File: config.mk
export PLATFORM = sky130hd
export DESIGN_NAME = frac_pclk_gen
export DESIGN_NICKNAME = d
export VERILOG_FILES = /design/src/rtl/fpclk_pkg.sv /design/src/rtl/fpclk_frac_div.sv /design/src/rtl/fpclk_prescale.sv /design/src/rtl/frac_pclk_gen.sv
export SDC_FILE = /design/constraint.sdc
export NUM_CORES = 1
export LEC_CHECK = 0
export BUFFER_PORTS_ARGS = -buffer_cell sky130_fd_sc_hd__buf_4
export CAP_MARGIN = 30
export CORE_MARGIN = 4
export CORE_UTILIZATION = 63
export DETAILED_ROUTE_END_ITERATION = 16
export PLACE_DENSITY = 0.95
export SLEW_MARGIN = 20
export SYNTH_ARGS = -nofsm -noshare
export SYNTH_HDL_FRONTEND = slang
export SYNTH_SLANG_ARGS = --single-unit
export TNS_END_PERCENT = 30
File: constraint.sdc
create_clock -name clk -period 7.35 [get_ports clk]
set_input_delay 0.3675 -clock clk [delete_from_list [all_inputs] [get_ports clk]]
set_output_delay 0.3675 -clock clk [all_outputs]
set_load 0.02 [all_outputs]
File: src/rtl/fpclk_pkg.sv
package fpclk_pkg;

  typedef enum logic [1:0] {
    SRC_OFF      = 2'd0,
    SRC_CRYSTAL  = 2'd1,
    SRC_AUDIO    = 2'd2,
    SRC_FAST_PLL = 2'd3
  } src_e;

  // Pick the tick of the selected source; unsupported code yields nothing.
  function automatic logic src_pick(input logic [2:0] ticks, input src_e sel);
    case (sel)
      SRC_CRYSTAL:  return ticks[0];
      SRC_AUDIO:    return ticks[1];
      SRC_FAST_PLL: return ticks[2];
      default:      return 1'b0;
    endcase
  endfunction

endpackage

File: src/rtl/fpclk_frac_div.sv
module fpclk_frac_div #(
  parameter int DIV_W  = 8,
  parameter int FRAC_W = 6
) (
  input  logic              clk,
  input  logic              rst_n,
  input  logic              run,
  input  logic              src_tick,
  input  logic [DIV_W-1:0]  div_num,
  input  logic [FRAC_W-1:0] den,
  input  logic [FRAC_W-1:0] num,
  output logic              div_tick
);
  localparam int CNT_W = DIV_W + 1;

  // Returns {carry, next accumulator}; carry requests one extra source tick.
  function automatic logic [FRAC_W:0] frac_step(input logic [FRAC_W-1:0] acc,
                                                 input logic [FRAC_W-1:0] b,
                                                 input logic [FRAC_W-1:0] a);
    logic [FRAC_W:0] sum;
    logic [FRAC_W:0] rem;
    sum = {1'b0, acc} + {1'b0, b};
    rem = sum - {1'b0, a};
    if (a == '0 || b == '0) return {1'b0, acc};
    if (sum >= {1'b0, a}) return {1'b1, rem[FRAC_W-1:0]};
    return sum;
  endfunction

  logic [CNT_W-1:0]  cnt_q;
  logic [FRAC_W-1:0] acc_q;
  logic              extra_q;
  logic [CNT_W-1:0]  period_len;
  logic [FRAC_W:0]   step;

  assign period_len = {1'b0, div_num} + CNT_W'(extra_q);
  assign step       = frac_step(acc_q, num, den);
  assign div_tick   = run && src_tick && (cnt_q == period_len - 1'b1);

  always_ff @(posedge clk or negedge rst_n) begin
    if (!rst_n) begin
      cnt_q   <= '0;
      acc_q   <= '0;
      extra_q <= 1'b0;
    end else if (!run) begin
      cnt_q   <= '0;
      acc_q   <= '0;
      extra_q <= 1'b0;
    end else if (src_tick) begin
      if (div_tick) begin
        cnt_q   <= '0;
        extra_q <= step[FRAC_W];
        acc_q   <= step[FRAC_W-1:0];
      end else begin
        cnt_q <= cnt_q + 1'b1;
      end
    end
  end

endmodule

File: src/rtl/fpclk_prescale.sv
module fpclk_prescale #(
  parameter int PRE_W = 6
) (
  input  logic             clk,
  input  logic             rst_n,
  input  logic             run,
  input  logic             div_tick,
  input  logic [PRE_W-1:0] pre_m1,
  output logic             pix_tick
);
  logic [PRE_W-1:0] cnt_q;

  assign pix_tick = run && div_tick && (cnt_q == pre_m1);

  always_ff @(posedge clk or negedge rst_n) begin
    if (!rst_n)        cnt_q <= '0;
    else if (!run)     cnt_q <= '0;
    else if (pix_tick) cnt_q <= '0;
    else if (div_tick) cnt_q <= cnt_q + 1'b1;
  end

endmodule

File: src/rtl/frac_pclk_gen.sv
module frac_pclk_gen
  import fpclk_pkg::*;
#(
  parameter int DIV_W  = 8,
  parameter int FRAC_W = 6,
  parameter int PRE_W  = 6
) (
  input  logic              clk,
  input  logic              rst_n,
  input  logic              en_i,
  input  logic [2:0]        src_tick_i,
  input  logic [1:0]        src_sel_i,
  input  logic [DIV_W-1:0]  div_num_i,
  input  logic [FRAC_W-1:0] den_i,
  input  logic [FRAC_W-1:0] num_i,
  input  logic [PRE_W-1:0]  pre_m1_i,
  input  logic              idle_lvl_i,
  input  logic              neg_edge_i,
  output logic              mclk_ce_o,
  output logic              pclk_o,
  output logic              edge_stb_o
);
  localparam logic [DIV_W-1:0] MIN_DIV = DIV_W'(2);

  function automatic logic [DIV_W-1:0] eff_div(input logic [DIV_W-1:0] d);
    return (d < MIN_DIV) ? MIN_DIV : d;
  endfunction

  // Captured configuration, frozen while running.
  src_e              run_sel;
  logic [DIV_W-1:0]  run_div;
  logic [FRAC_W-1:0] run_den;
  logic [FRAC_W-1:0] run_num;
  logic [PRE_W-1:0]  run_pre;
  logic              run_neg;

  // Named internal events.
  logic sel_tick;
  logic div_tick;
  logic pix_tick;

  always_ff @(posedge clk or negedge rst_n) begin
    if (!rst_n) begin
      run_sel <= SRC_OFF;
      run_div <= MIN_DIV;
      run_den <= '0;
      run_num <= '0;
      run_pre <= '0;
      run_neg <= 1'b0;
    end else if (!en_i) begin
      run_sel <= src_e'(src_sel_i);
      run_div <= eff_div(div_num_i);
      run_den <= den_i;
      run_num <= num_i;
      run_pre <= pre_m1_i;
      run_neg <= neg_edge_i;
    end
  end

  assign sel_tick = src_pick(src_tick_i, run_sel);

  fpclk_frac_div #(.DIV_W(DIV_W), .FRAC_W(FRAC_W)) u_div (
    .clk      (clk),
    .rst_n    (rst_n),
    .run      (en_i),
    .src_tick (sel_tick),
    .div_num  (run_div),
    .den      (run_den),
    .num      (run_num),
    .div_tick (div_tick)
  );

  fpclk_prescale #(.PRE_W(PRE_W)) u_pre (
    .clk      (clk),
    .rst_n    (rst_n),
    .run      (en_i),
    .div_tick (div_tick),
    .pre_m1   (run_pre),
    .pix_tick (pix_tick)
  );

  always_ff @(posedge clk or negedge rst_n) begin
    if (!rst_n) begin
      mclk_ce_o  <= 1'b0;
      pclk_o     <= 1'b0;
      edge_stb_o <= 1'b0;
    end else if (!en_i) begin
      mclk_ce_o  <= 1'b0;
      pclk_o     <= idle_lvl_i;
      edge_stb_o <= 1'b0;
    end else begin
      mclk_ce_o  <= div_tick;
      // Falling edge when current level is 1, rising when it is 0.
      edge_stb_o <= pix_tick && (pclk_o == run_neg);
      if (pix_tick) pclk_o <= ~pclk_o;
    end
  end

endmodule

==> metrics, run 1 <==
Critical Path Max Stage Delay=0.47 ns; Netlist cell types=60; Synth async-reset ratio=100%; cts repair resizes=0; largest net degree at the start of global routing=55; die area=around 6500 um^2; mapped cell area=between 3000 and 4000 um^2; total wire length=7270 um; max-slew violation count=0; drt pass-1 iters=4; Core Footprint=just over 5000 um^2; DR vias=around 2.6k; row count=26; Final setup viols=0; Tightest Pin Transition=about 0.87 ns; final instance area=around 3700 um^2; CP Cell Sequence=ha_1, fa_1, a21o_1, a21oi_1, xnor2_1, ha_1, o21a_1, o41a_1, a211o_1, or4b_1, a21oi_1; ys flop type=dfrtp_1; Hold Vio Cnt, Final=0; Fmax=294 MHz; clk buf depth=2; Post-route DRC=0; Net Sw Frac=between 20% and 30%; IO Pins=39; Top Family by Delay on Critical Path=compound AO/OA/AOI/OAI gates; vias in the first global route=around 2.5k; cts hold-fix bufs=0; Worst path slowest cell=or4b_1; cell count after synthesis=roughly 320; synthesis-stage register bit count=between 50 and 60; Yosys warning total=0; pwr/cell area=about 190 nW/um^2; Wirelength per Cell=around 17 um; # port buffers=38; CTS tree=yes; area delta synth->final=13.2%; Storage cell area=~1400 um^2; first-pass GRT wire length=between 10000 and 15000 um; CP Buf/Inv Count=0; multi-input logic area=about 1800 um^2; crit path max fanout=7; antenna fix cells=0; Clock power frac=between 30% and 40%; GR Overflow Total=0; CP Capture Type=flop; Worst Path Arrival=approximately 3.6 ns; Die Wd=roughly 80 um; Post-CTS Setup Inserts=0; clock sinks=54; cell internal pwr=about 500 uW; vias per cell=between 6 and 7; effective utilization at floorplan=between 60% and 70%; violation count after the first detailed-route iteration=between 150 and 200; leakage dissipation=approximately 1.7 nW; Crit Path Class=flop to flop; Root Driver=clkbuf_8; RD Place Congestion=0.927; overall routing resource usage=approximately 24%; Post-synth EDFFs=0; post-route ant nets=0; Tightest Hold Check Type=primary input to async pin; Reg power frac=47.5%; syn nets=371; minimum clock period=about 3.4 ns; Comb pwr share=22.2%; clock-pin slew on the worst setup and hold paths=~0.10 ns; part of the cycle the worst path needs=a little under half; status=complete, no violations; CTS Buf Count=5; commonest non-fill, non-tap cell in the layout=dfrtp_1; most frequent cells in the layout=dfrtp_1, buf_4, mux2_2, inv_1; nets=around 400; initial antenna violation count=0; fill count=370; HPWL after DPL=5210 um; H-tree depth=2; Max VDD drop=0.174 mV; later-pin clock latency in the skew report=between 0.3 and 0.4 ns; Cell Area, Placed=~3600 um^2; layout cells sized above 1=between 20% and 30%; WP data required=7.59 ns; Chip Height=around 80 um; RSZ-0062 raised after global routing=false; Setup TNS=0 ns; Max Cap Viol=0; clock skew=~0.0065 ns; Avg Cell Area, Syn=~10 um^2; NetSw=just over 200 uW; sequential element share of the synthesized area=between 40% and 50%; Worst setup SP type=flop; worst relative slew slack=a little over two fifths
per-stage QoR:
step	cells	hold WS (ns)	power (mW)	setup slack (ns)	util, %
finish	421	0.0740	0.706	3.95	73.3
global route	421	0.126	0.741	3.79	73.3
CTS	421	0.102	0.708	4.01	73.3
detailed placement	413	0.450	0.494	4.05	71.0
global placement	413	0.444	0.484	4.30	71.0
floorplan	317	0.0719	0.444	4.30	-
final timing paths:
kind	cells past startpoint	startpoint	end	slack [ns]
worst max-delay path	11	run_num[0]	u_div.extra_q	3.95
worst min-delay path	1	rst_n	run_div[7]	0.07
worst max register to register	11	run_num[0]	u_div.extra_q	3.95
worst min register to register	1	run_den[4]	run_den[4]	0.53
max in group asynchronous	1	rst_n	edge_stb_o	6.81
min in group clk	3	div_num_i[0]	run_div[0]	0.27
cell type report:
cell class / count / share of cell area (%)
Clock buffer: 6 / 2.20
Clock inverter: 2 / 1.04
Inverter: 19 / 1.90
Multi-Input combinational cell: 231 / 48.6
Sequential cell: 54 / 36.1
Tap cell: 70 / 2.34
Timing Repair Buffer: 39 / 7.82
metal layers:
metal  GRT usage, %  vias to the layer above  wire length, um
met2           41.7                       62             3870
li1               -                     1228                -
met1           31.4                     1318             3030
met4           6.08                        0              104
met5              0                        -                0
met3           4.15                       11              266
flip-flops by register name, indices dropped and copies added (netlist names):
signal         flops
u_pre.cnt_q        6
u_div.acc_q        6
run_sel            2
u_div.extra_q      1
mclk_ce_o          1
edge_stb_o         1
run_den            6
u_div.cnt_q        9
run_num            6
run_pre            6
run_neg            1
pclk_o             1
run_div            8
cell usage after synthesis (all sizes together), types with 2 or more instances:
cell	number	share of area (%)
nor2	13	1.5
inv	19	2.2
nor2b	3	0.57
nand2b	3	0.57
buf	6	1.1
nand3b	2	0.45
o31ai	4	0.91
fa	2	1.2
o21ai	11	1.7
xor2	8	2.1
dfrtp	53	40
or4	3	0.68
and3	7	1.3
or2	2	0.38
or3	2	0.38
xnor2	15	4.0
a21oi	10	1.5
nand3	8	1.2
o21a	2	0.45
a31o	4	1.1
a31oi	3	0.57
nor4b	3	0.79
nor3	11	2.0
or4b	2	0.72
clkbuf	7	0.79
ha	16	6.1
o211ai	4	0.91
nand4	4	0.76
nor4	6	1.1
nand2	16	1.8
mux2i	12	3.6
o311ai	2	0.53
a21o	3	0.68
a2111oi	2	0.53
mux2	30	10
power groups by stage:
stage | registers, mW | clock network (mW) | logic, mW
floorplan | 0.334 | 0 | 0.110
global placement | 0.339 | 0 | 0.145
detailed placement | 0.341 | 0 | 0.153
finish | 0.335 | 0.214 | 0.157
CTS | 0.335 | 0.218 | 0.156
global route | 0.338 | 0.232 | 0.171
cells by family after synthesis:
family | Yosys count | synth area share (%)
xor+xnor | 23 | 6.09
fa+ha+maj | 18 | 7.26
mux | 42 | 13.8
flops | 54 | 40.9
buf+inv | 32 | 4.08
simple gates | 90 | 15.4
compound gates | 58 | 12.4
(Power assumes the default switching activity.)
==> inputs of run 2 (changes only) <==
--- a/config.mk
+++ b/config.mk
@@ -8,9 +8,9 @@
 export BUFFER_PORTS_ARGS = -buffer_cell sky130_fd_sc_hd__buf_4
 export CAP_MARGIN = 30
 export CORE_MARGIN = 4
-export CORE_UTILIZATION = 63
+export CORE_UTILIZATION = 53
 export DETAILED_ROUTE_END_ITERATION = 16
-export PLACE_DENSITY = 0.95
+export PLACE_DENSITY = 0.86
 export SLEW_MARGIN = 20
 export SYNTH_ARGS = -nofsm -noshare
 export SYNTH_HDL_FRONTEND = slang
==> constraint.sdc (replaced) <==
create_clock -name clk -period 2.9 [get_ports clk]
set_input_delay 0.145 -clock clk [delete_from_list [all_inputs] [get_ports clk]]
set_output_delay 0.145 -clock clk [all_outputs]
set_load 0.02 [all_outputs]
==> run 2 against run 1 <==
  * The run now ends with setup timing left
  * Register-to-register slack lost 4.1 ns
  * Non-clock buffer count increased by 36
  * Routed wire length grew 5.8%
  * Flip-flop and latch count is the same
  * First-iteration DRC count is 19% lower
  * Hold slack got worse by 0.015 ns
  * Worst setup slack lost 4.1 ns
  * Power increased by 150%
  * Critical path depth is 1 lower
  * Cell count rose by 9.7%
  * Die area rose by 17%
  * Critical endpoint is now u_div.acc_q[1]
==> metrics, run 2 (synthesis results as in run 1) <==
initial antenna violation count=0 (unchanged); clock skew=0.00679 ns (+0.000249 ns); drt pass-1 iters=5 (+1); antenna fix cells=0 (unchanged); non-filler cells, final=462 (+9.7%); Chip Height=87.0 um (+8.1%); area delta synth->final=24.6%; total wire length=7690 um (+5.8%); violation count after the first detailed-route iteration=146 (-19%); commonest non-fill, non-tap cell in the layout=buf_4; WP data required=3.13 ns (-4.46 ns); RSZ-0062 raised after global routing=true; Placed Cells=438 (+6.1%); vias in the first global route=2794 (+11%); overall routing resource usage=20.9% (-3.2 points); largest net degree at the start of global routing=55 (unchanged); Final WS setup=-0.160 ns (-4.11 ns); part of the cycle the worst path needs=106% (+59 points); Worst Path Arrival=3.29 ns (-0.35 ns); vias per cell=6.00 (-3.5%); Worst setup SP type=flop; Top reg by flops=u_div.cnt_q; Final setup viols=7 (+7); Tightest Pin Transition=0.680 ns (-0.186 ns); GR Overflow Total=0 (unchanged); Root Driver=clkbuf_8; CTS Buf Count=5 (unchanged); H-tree depth=2 (unchanged); post-route ant nets=0 (unchanged); Fmax=327 MHz (+11%); max FFs per register=9 (unchanged); crit path max fanout=7 (unchanged); die area=7570 um^2 (+17%); failing checks=setup timing; Setup TNS=-0.592 ns (-0.592 ns); HPWL after DPL=5140 um (-1.2%); Wirelength per Cell=16.6 um (-3.6%); status=complete, but fails checks; later-pin clock latency in the skew report=0.31 ns (about the same); CTS tree=yes; Post-route DRC=0 (unchanged); leakage dissipation=1.86 nW (+10%); IO Pins=39 (unchanged); # port buffers=38 (unchanged); clock sinks=54 (unchanged); row count=28 (+7.7%); Hold Vio Cnt, Final=0 (unchanged); worst relative slew slack=54.6% (+13 points); Max VDD drop=0.267 mV (+54%); Crit Path Class=flop to flop; post-place setup slack=-0.192 ns (-4.24 ns); fin util=68.8% (-4.5 points); Largest regs=u_div.cnt_q (9), run_div (8); Tightest Hold Check Type=primary input to flop; pwr/cell area=427 nW/um^2 (+130%); clk buf depth=2 (unchanged); CP Cell Sequence=ha_2, fa_2, buf_4, xor2_1, ha_1, o211a_1, o41a_1, a211o_4, mux2_4, mux2i_1; layout cells sized above 1=35.7% (+11 points); Critical Path Max Stage Delay=0.40 ns (-0.07 ns); CP Capture Type=flop; Max Cap Viol=0 (unchanged); Worst path slowest cell=dfrtp_1; max-slew violation count=0 (unchanged); Die Wd=87.0 um (+8.1%); nets=440 (+8.9%); most frequent cells in the layout=buf_4, dfrtp_1, mux2_2, inv_1, nand2_1; RD Place Congestion=0.900 (-3.0%); DR vias=2774 (+5.9%); first-pass GRT wire length=12600 um (+5.2%); clock-pin slew on the worst setup and hold paths=0.09 ns (about the same); Core Footprint=5990 um^2 (+17%); minimum clock period=3.06 ns (-0.341 ns); Tot Pwr=1.76 mW (+150%); effective utilization at floorplan=55.2% (-9.6 points)
[run 2: changes by cell type in the layout (fill, tap and decap cells not counted), sizes merged]
cell / delta
dlygate4sd3: +1
inv: -1
buf: +35
clkbuf: +2
bufinv: -1
[run 2: critical path, delay by kind of cell, from the launching register on]
family | cells | cell delay (ns)
xor gates and xnor gates | 1 | 0.24
muxes | 2 | 0.45
AOI/OAI and AO/OA | 3 | 0.87
adders and majority gates | 3 | 0.86
DFF | 1 | 0.40
buffers and inverters | 1 | 0.14
[run 2: layer usage]
metal,global-route usage [%],up-vias,wire length (um)
li1,-,1292,-
met1,25.7,1379,3220
met2,36.7,91,3970
met3,3.60,12,379
met4,7.37,0,126
met5,0,-,0
[run 2: cell type report]
type                       count  area, um^2
multi-input combinational    231        1950
tap                           75        93.8
timing repair buffer          75         578
inverter                      19        71.3
sequential                    54        1350
fill                         431        1870
clock buffer                   8        80.1
[run 2: path summary, 6_finish.rpt]
path	start	end	slack [ns]	cells past startpoint
max in group asynchronous	rst_n	u_pre.cnt_q[2]	2.04	2
min in group asynchronous	rst_n	run_div[4]	0.41	2
hold reg to reg	run_den[5]	run_den[5]	0.53	1
setup / recovery	u_div.acc_q[0]	u_div.acc_q[1]	-0.16	10
hold / removal	div_num_i[0]	run_div[0]	0.06	3
setup reg to reg	u_div.acc_q[0]	u_div.acc_q[1]	-0.16	10
[run 2: what timing repair did]
item,CTS,global route
setup endpoints to repair,11,15
gates resized for setup,13,12
buffers inserted,14,2
hold buffers,1,0
hold endpoints to repair,53,0
pin swaps,6,9
[run 2: metrics by stage]
stage                     hold slack (ns)  area (um^2)
after CTS                          0.0540         4050
final                              0.0593         4120
after global placement              0.228         3800
after floorplan                    -0.151         3310
after global routing               0.0467         4120
after detailed placement            0.230         3800
[run 2: report_power, final]
group / internal, mW / total [mW] / switching, mW
Clock: 0.173 / 0.415 / 0.242
Combinational: 0.264 / 0.499 / 0.235
Sequential: 0.799 / 0.845 / 0.0467
==> inputs of run 3 (changes only) <==
--- a/config.mk
+++ b/config.mk
@@ -7,6 +7,7 @@
 export LEC_CHECK = 0
 export BUFFER_PORTS_ARGS = -buffer_cell sky130_fd_sc_hd__buf_4
 export CAP_MARGIN = 30
+export CORE_ASPECT_RATIO = 1.2
 export CORE_MARGIN = 4
 export CORE_UTILIZATION = 53
 export DETAILED_ROUTE_END_ITERATION = 16
==> run 3 against run 2 <==
  * The flow still finishes with violations (setup timing)
  * Critical endpoint is now u_div.acc_q[3]
  * Clock power rose by 6.5%
  * Register-to-register slack better by 0.06 ns
  * Flip-flop and latch count unchanged
  * First-iteration DRC count up 45%
  * Count of clock-buffer cells in the layout down 2
  * Utilization grew 0.70 points
==> metrics, run 3 (synthesis results as in run 1) <==
effective utilization at floorplan=54.7% (-0.55 points); fill count=443 (+2.8%); HPWL after DPL=5330 um (+3.7%); R2R Path End=u_div.acc_q[3]; part of the cycle the worst path needs=103% (-2.1 points); vias in the first global route=2884 (+3.2%); Worst Path Arrival=3.19 ns (-0.10 ns); Worst Hold End=run_div[1]; IO Pins=39 (unchanged); final instance area=4210 um^2 (+2.0%); worst relative slew slack=54.4% (-0.22 points); Placed Cells=450 (+2.7%); post-place setup slack=-0.182 ns (+0.0106 ns); Post-route DRC=0 (unchanged); crit path max fanout=6 (-1); WP data required=3.09 ns (-0.04 ns); most frequent cells in the layout=buf_4, dfrtp_1, mux2_2, inv_1, nand2_1; Reg2Reg Launch Point=u_div.acc_q[0]; non-filler cells, final=471 (+1.9%); layout cells sized above 1=37.3% (+1.6 points); clk buf depth=2 (unchanged); CP Capture Type=flop; # port buffers=38 (unchanged); Root Driver=clkbuf_8; hold path depth=3 (unchanged); GR Overflow Total=0 (unchanged); max FFs per register=9 (unchanged); drt pass-1 iters=4 (-1); max-slew violation count=0 (unchanged); Core Footprint=6050 um^2 (+1.0%); first-pass GRT wire length=13200 um (+4.8%); H-tree depth=2 (unchanged); CTS Buf Count=5 (unchanged); CTS tree=yes; Final WS setup=-0.0990 ns (+0.0614 ns); Cell Area, Placed=3840 um^2 (+1.2%); DR vias=2789 (+0.54%); Max VDD drop=0.239 mV (-10%); largest net degree at the start of global routing=55 (unchanged); initial antenna violation count=0 (unchanged); Final setup viols=7 (unchanged); status=complete, but fails checks; nets=442 (+0.45%); Tightest Pin Transition=0.684 ns (+0.00332 ns); antenna fix cells=0 (unchanged); clock sinks=54 (unchanged); die area=7570 um^2 (about the same); Reg2Reg Depth=10 (unchanged); total wire length=8160 um (+6.1%); RD Place Congestion=0.907 (+0.80%); post-route ant nets=0 (unchanged); Fmax=333 MHz (+2.0%); leakage dissipation=1.88 nW (+1.3%); Wirelength per Cell=17.3 um (+4.1%); Max Cap Viol=0 (unchanged); RSZ-0062 raised after global routing=true; Tightest Hold Check Type=primary input to flop; Hold Vio Cnt, Final=0 (unchanged); clock-pin slew on the worst setup and hold paths=0.10 ns (about the same); Crit Path Class=flop to flop; vias per cell=5.92 (-1.4%); Worst setup SP type=flop; Chip Height=94.5 um (+8.7%); commonest non-fill, non-tap cell in the layout=buf_4; area delta synth->final=27.1%; Die Wd=80.1 um (-7.9%); failing checks=setup timing; Hold Path Origin=div_num_i[1]; row count=31 (+11%); clock skew=0.00637 ns (-0.000423 ns); Tot Pwr=1.82 mW (+3.5%); Top reg by flops=u_div.cnt_q; pwr/cell area=433 nW/um^2 (+1.5%); later-pin clock latency in the skew report=0.31 ns (about the same); violation count after the first detailed-route iteration=212 (+45%); minimum clock period=3.00 ns (-0.0614 ns); r2r setup slk=-0.1 ns (+0.06 ns); Largest regs=u_div.cnt_q (9), run_div (8); Setup TNS=-0.377 ns (+0.215 ns); overall routing resource usage=22.1% (+1.2 points)
-- run 3: metrics by stage --
stage | hold slack [ns] | util [%]
after floorplan | -0.151 | -
after global placement | 0.228 | 63.5
after detailed placement | 0.235 | 63.5
after CTS | 0.0389 | 67.1
after global routing | 0.0449 | 69.5
final | 0.0393 | 69.5
-- run 3: layout make-up --
type / instances / area [um^2] / share of cell area (%)
Clock buffer: 6 / 82.6 / 1.96
Clock inverter: 2 / 12.5 / 0.298
Inverter: 19 / 71.3 / 1.70
Multi-Input combinational cell: 231 / 1980 / 47.2
Sequential cell: 54 / 1350 / 32.2
Tap cell: 82 / 103 / 2.44
Timing Repair Buffer: 77 / 601 / 14.3
-- run 3: how the worst max path moves through the flow --
stage | start | to | slack, ns | cells after the start
after CTS | run_num[0] | u_div.acc_q[3] | -0.05 | 12
after floorplan | run_num[0] | u_div.extra_q | 0.01 | 12
after detailed placement | run_num[0] | u_div.acc_q[3] | -0.18 | 10
after global routing | run_num[1] | u_div.acc_q[4] | -0.20 | 11
after global placement | run_num[0] | u_div.extra_q | -0.06 | 11
final | u_div.acc_q[0] | u_div.acc_q[3] | -0.1 | 10
-- run 3: repair_timing --
| item | in CTS | in global routing |
|---|---|---|
| gates resized for setup | 12 | 21 |
| endpoints found under the hold margin | 53 | 0 |
| setup buffers | 8 | 4 |
| setup endpoints to repair | 11 | 20 |
| hold buffers | 1 | 0 |
| pin swaps | 8 | 9 |
-- run 3: power by group --
part	total, mW	switching (mW)	internal, mW	leakage (nW)
Combinational	0.532	0.252	0.280	1.15
Clock	0.442	0.249	0.193	0.0472
Sequential	0.847	0.0488	0.799	0.684
-- run 3: worst max-delay path: stages, from the launching register on --
cell and delay, ns:
dfrtp_1 0.41, ha_2 0.20, fa_2 0.59, ha_4 0.21
nor2b_2 0.16, o211a_1 0.23, o41a_1 0.35, a211o_4 0.33
buf_6 0.14, mux2i_2 0.18, mux2i_1 0.09
-- run 3: metal layers --
metal  global-route usage [%]  vias to the layer above  part of all wire [%]
li1                         -                     1302                     -
met1                     26.3                     1388                    40
met2                     39.7                       72                    54
met3                     2.86                       27                   2.8
met4                     9.44                        0                   3.1
met5                        0                        -                     0
